===== src/rtl/hdlc_rx_fifo_pkg.sv =====
package hdlc_rx_fifo_pkg;
  typedef enum logic [1:0] {
    TAG_MID     = 2'd0,
    TAG_GOOD    = 2'd1,
    TAG_ABORT   = 2'd2,
    TAG_INVALID = 2'd3
  } eop_tag_e;

  typedef struct packed {
    eop_tag_e   tag;
    logic [7:0] data;
  } fifo_entry_t;
endpackage


===== src/rtl/hdlc_rx_fifo_mem.sv =====
module hdlc_rx_fifo_mem
  import hdlc_rx_fifo_pkg::*;
#(
  parameter int DEPTH = 128,
  localparam int AW = $clog2(DEPTH)
) (
  input  logic        clk,
  input  logic        we,
  input  logic [AW-1:0] waddr,
  input  fifo_entry_t wentry,
  input  logic [AW-1:0] raddr,
  output fifo_entry_t rentry
);
  fifo_entry_t store [DEPTH];

  always_ff @(posedge clk) begin
    if (we) store[waddr] <= wentry;
  end

  assign rentry = store[raddr];
endmodule


===== src/rtl/hdlc_rx_ovf_lock.sv =====
module hdlc_rx_ovf_lock (
  input  logic clk,
  input  logic rst_n,
  input  logic wr_req,
  input  logic full,
  input  logic flag_seen,
  output logic wr_accept,
  output logic rx_enabled,
  output logic overflow_evt
);
  logic en_q, en_d, ovf_q, ovf_d;
  logic ovf_hit;

  assign ovf_hit   = wr_req && en_q && full;
  assign wr_accept = wr_req && en_q && !full;

  always_comb begin
    en_d  = en_q;
    ovf_d = ovf_hit;
    if (ovf_hit)             en_d = 1'b0;
    else if (!en_q && flag_seen) en_d = 1'b1;
  end

  always_ff @(posedge clk or negedge rst_n) begin
    if (!rst_n) begin
      en_q  <= 1'b1;
      ovf_q <= 1'b0;
    end else begin
      en_q  <= en_d;
      ovf_q <= ovf_d;
    end
  end

  assign rx_enabled   = en_q;
  assign overflow_evt = ovf_q;
endmodule


===== src/rtl/hdlc_rx_fifo_ctrl.sv =====
module hdlc_rx_fifo_ctrl #(
  parameter int DEPTH = 128,
  localparam int AW = $clog2(DEPTH),
  localparam int LW = AW + 1
) (
  input  logic          clk,
  input  logic          rst_n,
  input  logic          push,
  input  logic          rd_en,
  output logic [AW-1:0] wptr,
  output logic [AW-1:0] rptr,
  output logic [LW-1:0] level,
  output logic          empty,
  output logic          full,
  output logic          empty_rd_evt
);
  logic [AW-1:0] wptr_d, rptr_d;
  logic [LW-1:0] lvl_d;
  logic          erd_d, erd_q, pop;

  assign empty = (level == '0);
  assign full  = (level == LW'(DEPTH));
  assign pop   = rd_en && !empty;

  always_comb begin
    wptr_d = wptr;
    rptr_d = rptr;
    lvl_d  = level;
    erd_d  = rd_en && empty;
    if (push) wptr_d = (wptr == AW'(DEPTH-1)) ? '0 : wptr + 1'b1;
    if (pop)  rptr_d = (rptr == AW'(DEPTH-1)) ? '0 : rptr + 1'b1;
    if (push && !pop)      lvl_d = level + 1'b1;
    else if (pop && !push) lvl_d = level - 1'b1;
  end

  always_ff @(posedge clk or negedge rst_n) begin
    if (!rst_n) begin
      wptr  <= '0;
      rptr  <= '0;
      level <= '0;
      erd_q <= 1'b0;
    end else begin
      wptr  <= wptr_d;
      rptr  <= rptr_d;
      level <= lvl_d;
      erd_q <= erd_d;
    end
  end

  assign empty_rd_evt = erd_q;
endmodule


===== src/rtl/hdlc_rx_fifo.sv =====
module hdlc_rx_fifo
  import hdlc_rx_fifo_pkg::*;
#(
  parameter int DEPTH = 128,
  parameter int SYNC_STAGES = 2,
  localparam int AW = $clog2(DEPTH),
  localparam int LW = AW + 1
) (
  input  logic          clk,
  input  logic          rst_n,
  input  logic          wr_en,
  input  logic [7:0]    wr_data,
  input  logic [1:0]    wr_tag,
  input  logic          flag_seen,
  input  logic          rd_en,
  input  logic [AW-1:0] full_thresh,
  output logic [7:0]    rd_data,
  output logic [1:0]    rd_tag,
  output logic [LW-1:0] level,
  output logic          above_thresh,
  output logic          last_next,
  output logic          rx_enabled,
  output logic          overflow_evt,
  output logic          empty_rd_evt
);
  logic [SYNC_STAGES-1:0] rst_pipe;
  logic                   rst_core_n;

  always_ff @(posedge clk or negedge rst_n) begin
    if (!rst_n) rst_pipe <= '0;
    else        rst_pipe <= {rst_pipe[SYNC_STAGES-2:0], 1'b1};
  end
  assign rst_core_n = rst_pipe[SYNC_STAGES-1];

  logic          push, empty, full;
  logic [AW-1:0] wptr, rptr;
  fifo_entry_t   wentry, rentry;

  assign wentry.data = wr_data;
  assign wentry.tag  = eop_tag_e'(wr_tag);

  hdlc_rx_ovf_lock u_lock (
    .clk          (clk),
    .rst_n        (rst_core_n),
    .wr_req       (wr_en),
    .full         (full),
    .flag_seen    (flag_seen),
    .wr_accept    (push),
    .rx_enabled   (rx_enabled),
    .overflow_evt (overflow_evt)
  );

  hdlc_rx_fifo_ctrl #(.DEPTH(DEPTH)) u_ctrl (
    .clk          (clk),
    .rst_n        (rst_core_n),
    .push         (push),
    .rd_en        (rd_en),
    .wptr         (wptr),
    .rptr         (rptr),
    .level        (level),
    .empty        (empty),
    .full         (full),
    .empty_rd_evt (empty_rd_evt)
  );

  hdlc_rx_fifo_mem #(.DEPTH(DEPTH)) u_mem (
    .clk    (clk),
    .we     (push),
    .waddr  (wptr),
    .wentry (wentry),
    .raddr  (rptr),
    .rentry (rentry)
  );

  assign rd_data      = empty ? 8'h00 : rentry.data;
  assign rd_tag       = empty ? 2'd0 : rentry.tag;
  assign last_next    = !empty && (rentry.tag != TAG_MID);
  assign above_thresh = level > LW'(full_thresh);
endmodule


===== config.mk =====
export PLATFORM = sky130hd
export DESIGN_NAME = hdlc_rx_fifo
export DESIGN_NICKNAME = d
export VERILOG_FILES = /design/src/rtl/hdlc_rx_fifo_pkg.sv /design/src/rtl/hdlc_rx_fifo_mem.sv /design/src/rtl/hdlc_rx_ovf_lock.sv /design/src/rtl/hdlc_rx_fifo_ctrl.sv /design/src/rtl/hdlc_rx_fifo.sv
export SDC_FILE = /design/constraint.sdc
export NUM_CORES = 1
export LEC_CHECK = 0
export BUFFER_PORTS_ARGS = -buffer_cell sky130_fd_sc_hd__buf_2
export CORE_MARGIN = 2
export CORE_UTILIZATION = 50
export DETAILED_ROUTE_END_ITERATION = 8
export PLACE_DENSITY = 0.62
export RECOVER_POWER = 50
export SYNTH_ARGS = -nofsm -noshare
export SYNTH_HDL_FRONTEND = slang
export SYNTH_HIERARCHICAL = 1
export SYNTH_SLANG_ARGS = --single-unit

===== constraint.sdc =====
create_clock -name clk -period 4.2 [get_ports clk]
set_clock_uncertainty 0.2 [all_clocks]
set_input_delay 0.21 -clock clk [delete_from_list [all_inputs] [get_ports clk]]
set_output_delay 0.21 -clock clk [all_outputs]
set_load 0.05 [all_outputs]

Word-level counts from Yosys, hierarchy flattened
Memory sizes are Yosys's and may differ from the RTL's.
Cells that the tools add are included.
{"block": "op_classes", "addsub": 4, "n_lt_le_gt_ge": 1, "n_eq_ne": 3, "mux": 10, "n_reduce_logical": 18}
{"op": "8-bit 2-to-1 mux", "n": 3}
{"op": "7-bit by 1-bit adder with 7-bit output (second input constant)", "n": 2}
{"op": "7-bit equality test (second input constant)", "n": 2}
{"op": "7-bit 2-to-1 mux", "n": 2}
{"op": "1-bit logical AND", "n": 9}
{"op": "8-bit by 1-bit adder with 8-bit output (second input constant)", "n": 1}
{"op": "8-bit equality test (second input constant)", "n": 1}
{"op": "8-bit by 7-bit > comparator with 1-bit output", "n": 1}
{"op": "8-bit zero test", "n": 1}
{"op": "8-bit by 1-bit subtractor with 8-bit output (second input constant)", "n": 1}
{"op": "2-bit nonzero test", "n": 3}
{"op": "1-bit zero test", "n": 5}
{"op": "1-bit 2-to-1 mux", "n": 4}
{"op": "2-bit 2-to-1 mux", "n": 1}
{"block": "totals", "ff_bits": 27, "ram_bits": 1280, "wordCells": 44, "n_memories": 1}
{"memory": "u_mem.store", "depth": 128, "word_bits": 10, "read_ports": 1, "rd_clocked_by_memory_dff": 0, "wr": 1, "line_no": "hdlc_rx_fifo_mem.sv:14", "rtl": "fifo_entry_t store [DEPTH];"}

Logic depth before layout (Yosys ltp)
{"block": "depth", "word_depth": 7, "depth_mapped": 11, "ltp_nobuf": 11}

Cells and area by module
Netlist, hierarchy kept.
{"module": "hdlc_rx_fifo_mem", "n_inst": 1, "cells_each": 1988, "area_each_um2": 49154.6}
{"module": "hdlc_rx_fifo_ctrl", "n_inst": 1, "cells_each": 134, "area_each_um2": 1395.1}
{"module": "hdlc_rx_fifo", "n_inst": 1, "cells_each": 38, "area_each_um2": 306.5}
{"module": "hdlc_rx_ovf_lock", "n_inst": 1, "cells_each": 7, "area_each_um2": 80.1}

Worst setup path after synthesis
No wires, ideal clock.
{"block": "synth_timing", "path_kind": "flip-flop to output port", "startpoint": "register u_ctrl.rptr[0]", "endpoint": "output port last_next", "arrival_ps": 3577, "setup_slack_ps": 213, "stages_incl_launch_ff": 9, "path_buffers": 2, "path_cell_list": "dfrtp_1 -> clkbuf_1 -> buf_1 -> mux4_2 -> mux4_2 -> mux4_2 -> mux2_2 -> nor2b_1 -> or2_1"}
{"element": "from (decl)", "line_no": "hdlc_rx_fifo_ctrl.sv:11", "rtl": "output logic [AW-1:0] rptr,"}
{"element": "from (signal assigned)", "line_no": "hdlc_rx_fifo_ctrl.sv:44", "rtl": "rptr <= rptr_d;"}
{"element": "to (decl)", "line_no": "hdlc_rx_fifo.sv:21", "rtl": "output logic last_next,"}

==> flow_summary.rst <==
.. list-table::
   :header-rows: 1

   * - Metric
     - Value
   * - Number of antenna diodes
     - 0
   * - Type of the worst min-delay path
     - primary input to register
   * - Ordered cell list for the critical path
     - buf_12 -> buf_16 -> buf_12 -> mux4_2 -> mux4_2 -> mux4_2 -> mux2_4 -> nor2b_4 -> or2_4 -> buf_8
   * - Top-area cell type share of the netlist area
     - roughly 75%
   * - Clock power frac
     - 31.0%
   * - Total via count after detailed routing
     - 24300
   * - Number of nets in the layout
     - 2430
   * - CTS H-tree lvls
     - 4
   * - Flop-to-flop setup slack
     - 0.24 ns
   * - Mean Syn Cell Area
     - 23.5 µm²
   * - Buffer cell driving the clock tree root
     - sky130_fd_sc_hd__clkbuf_16
   * - Maximum fanout along the worst path
     - 5
   * - Cell Rows
     - between 100 and 150
   * - Fmax
     - approximately 220 MHz
   * - Worst setup path startpoint
     - u_ctrl/rptr[0]
   * - Cell taking the most area after synthesis
     - sky130_fd_sc_hd__edfxtp_1
   * - CP required
     - 3.79 ns
   * - Part of the cycle the worst path needs
     - 108%
   * - Antenna-violating nets left
     - 0
   * - Wirelength per Cell
     - roughly 32 µm
   * - Via count of the first global-routing pass
     - 24000
   * - Die Y
     - 323 µm
   * - Signed area change from the synthesized netlist to the final layout
     - 15.0%
   * - Cell with the most instances on the worst path
     - sky130_fd_sc_hd__mux4_2
   * - Number of synthesized register bits
     - 1307
   * - MaxCap Viol Count
     - 16
   * - Overall overflow remaining after global route
     - 0
   * - Transition time at the pin with the least slew margin
     - ~3.7 ns
   * - Delay of the slowest cell on the worst path
     - 0.57 ns
   * - Chip Width
     - 323 µm
   * - Number of DRC markers after the initial detailed-route iteration
     - 3206
   * - Proportion of power drawn by flip-flops and latches
     - 40.3%
   * - Overall die area
     - 104000 µm²
   * - Violated checks
     - capacitance limit, slew limit, setup timing
   * - P_int
     - 26.2 mW
   * - Number of distinct library cells after synthesis
     - 56
   * - Share of synthesized flip-flops with an asynchronous set or reset
     - 2.07%
   * - Number of buffers created by CTS
     - 133
   * - CTS tree
     - built
   * - Leakage Power
     - 18.4 nW
   * - Clock latency at the later pin of the worst-skew pair
     - roughly 0.73 ns
   * - Worst max-slew margin expressed relative to the limit
     - -145%
   * - Net count after synthesis
     - 2208
   * - DRC viols
     - 0
   * - DP Wirelength
     - 74000 µm
   * - First-pass iteration count of the detailed router
     - 6
   * - Syn. warnings
     - 6
   * - Global-route wire length before repair
     - 175000 µm
   * - Main area contributors after synthesis
     - sky130_fd_sc_hd__edfxtp_1 (75%), sky130_fd_sc_hd__mux4_2 (19%), sky130_fd_sc_hd__dfrtp_1 (1.3%)
   * - Most used DFF post-synth
     - sky130_fd_sc_hd__edfxtp_1
   * - Startpoint of the lowest-slack register-to-register path
     - u_ctrl/level[2]
   * - Routed via count divided by cell count
     - 6.29
   * - Minimum setup slack in the final design
     - -0.349 ns
   * - TritonCTS Sinks
     - 1307
   * - Routed wire length
     - 122000 µm
   * - Global placer's final weighted congestion
     - 0.814
   * - Minimum clock period
     - 4.55 ns
   * - Clock Pin Slew Worst Setup and Hold Paths
     - approximately 0.060 ns
   * - Slowest stage cell, crit path
     - sky130_fd_sc_hd__mux4_2
   * - Number of hold-slack violations in the final timing report
     - 0
   * - Pin count of the biggest net entering global routing
     - 99
   * - Status
     - complete, but fails checks
   * - Fraction of layout cells with a size suffix above 1
     - between 30% and 40%
   * - Maximum buffer depth of the clock tree
     - 3
   * - Worst r2r dst
     - u_mem/store[34][2]
   * - Max-slew violation count
     - 1013
   * - Critical path capture point type
     - output port
   * - Io pins
     - 45
   * - Buffers on Ports
     - 44
   * - CP arrival
     - 4.14 ns
   * - Initial Utilization
     - 50.2%
   * - Launching element type of the critical path
     - register
   * - Cell area power density
     - 637 nW/µm²
   * - Number of cells traversed by the worst register-to-register path
     - 9
   * - Synthesized instance count
     - 2167
   * - Peak VDD IR
     - around 0.74 mV
   * - Std-Cell Core Area
     - 101000 µm²
   * - Antenna violations before repair
     - 7
   * - Final Setup Violations
     - 11
   * - Register area share after synthesis
     - approximately three quarters
   * - Net switching power of the design
     - between 10 and 15 mW
   * - Number of flops mapped to enable cells by yosys
     - 1280
   * - Setup slack at placement
     - 0.282 ns
   * - Share of total power consumed by net switching
     - 29.8%
   * - Capturing instance or port of the critical path
     - last_next
   * - Syn Std Cell Area
     - about 50000 µm²
   * - Global routing usage summed across all routing layers
     - a little under a quarter
   * - Critical setup path kind
     - register to output port
   * - Overall Power
     - approximately 37 mW
   * - Setup repair after global routing missed its margin
     - yes
   * - Combinational group share of total power
     - 28.7%
-- layout make-up --
class / count / area (µm²)
Inverter: 13 / 48.8
Clock inverter: 60 / 587
Clock buffer: 175 / 3690
Tap cell: 1368 / 1710
Sequential cell: 1307 / 39100
Fill cell: 7221 / 42900
Timing Repair Buffer: 197 / 2070
Multi-Input combinational cell: 737 / 11300
-- through the flow --
stage / area [µm²] / setup TNS (ns) / std cells / hold WS, ns / utilization, %
floorplan: 50900 / 0 / 2167 / -0.286 / -
global placement: 53500 / 0 / 3579 / -0.203 / 52.8
detailed placement: 53500 / 0 / 3579 / -0.200 / 52.8
CTS: 58400 / -3.59 / 3839 / 0.0372 / 57.5
global route: 58600 / -8.73 / 3857 / 0.0791 / 57.7
finish: 58600 / -2.96 / 3857 / 0.0860 / 57.7
-- placed cells by master, fill, tap and decap left out, types with 14 or more instances in the layout --
cell | Yosys | layout
sky130_fd_sc_hd__buf_4 | 1 | 82
sky130_fd_sc_hd__dfrtp_1 | 26 | 21
sky130_fd_sc_hd__clkbuf_16 | 0 | 143
sky130_fd_sc_hd__ha_1 | 18 | 18
sky130_fd_sc_hd__clkinv_1 | 0 | 17
sky130_fd_sc_hd__mux4_2 | 420 | 420
sky130_fd_sc_hd__nor2_1 | 135 | 135
sky130_fd_sc_hd__nand3_1 | 15 | 15
sky130_fd_sc_hd__buf_12 | 0 | 19
sky130_fd_sc_hd__clkbuf_1 | 72 | 51
sky130_fd_sc_hd__nand2_1 | 25 | 25
sky130_fd_sc_hd__buf_16 | 0 | 14
sky130_fd_sc_hd__buf_2 | 32 | 14
sky130_fd_sc_hd__edfxtp_1 | 1280 | 1280
sky130_fd_sc_hd__clkinv_2 | 0 | 21
-- worst max-delay path, delay by kind of cell, from the launching register on --
family                 cells  cell delay (ns)
flip-flops                 1             0.47
multiplexers               4             1.92
AND/OR/NAND/NOR            2             0.41
buffers and inverters      4             0.59
-- how the worst min path moves through the flow --
stage	cells past startpoint	slack, ns	startpoint	endpoint
6_report	3	0.09	rd_en	u_ctrl/empty_rd_evt
5_1_grt	3	0.08	rd_en	u_ctrl/empty_rd_evt
3_5_place_dp	1	-0.20	rst_n	rst_pipe[1]
4_1_cts	3	0.04	rd_en	u_ctrl/empty_rd_evt
3_3_place_gp	1	-0.20	rst_n	rst_pipe[1]
2_1_floorplan	0	-0.29	rst_n	rst_pipe[0]
-- Yosys cell counts, drive strengths merged (14+ instances only) --
| cell | count |
|---|---|
| buf | 38 |
| nand2 | 25 |
| ha | 18 |
| mux4 | 420 |
| nor2 | 136 |
| edfxtp | 1280 |
| nand3 | 15 |
| dfrtp | 26 |
| nor2b | 14 |
| clkbuf | 72 |
-- what timing repair did --
action                                 in CTS  in global routing
endpoints found under the hold margin     317                  0
hold buffers                               13                  0
buffers inserted                            7                 15
setup endpoints to repair                  11                 11
cloned                                      5                  3
pin swaps                                   1                  1
gates resized for setup                    45                 13
-- flip-flops by register name (all words and copies together) (netlist names) --
name                 flops
u_mem/store           1280
u_ctrl/wptr              7
u_lock/rx_enabled        1
u_ctrl/empty_rd_evt      1
rst_pipe                 2
u_ctrl/rptr              7
u_lock/overflow_evt      1
u_ctrl/level             8
-- cells by family (layout without fill, tap and decap cells) --
logic type,Yosys count,in the layout,synth area share (%)
simple gates,237,237,2.12
compound gates,34,34,0.513
buf+inv,123,445,1.01
other cells,1,1,0.00736
flops,1307,1307,76.8
xor+xnor,12,12,0.206
mux,434,434,18.9
fa+ha+maj,19,19,0.481
-- routing by layer --
| metal | global-route usage (%) | vias up | wire length, µm |
|---|---|---|---|
| li1 | - | 9685 | - |
| met1 | 36.9 | 13300 | 52100 |
| met2 | 36.2 | 1141 | 58200 |
| met3 | 4.63 | 113 | 10700 |
| met4 | 4.81 | 2 | 1510 |
| met5 | 0 | - | 9 |
-- power by group through the flow --
stage	clock [mW]	combinational [mW]	sequential, mW
final	11.6	10.7	15.0
after global placement	0	9.97	15.3
after CTS	11.8	10.5	15.0
after floorplan	0	6.18	15.2
after detailed placement	0	10.0	15.3
after global routing	12.3	11.1	15.1
Power figures use the tool's default switching activity.
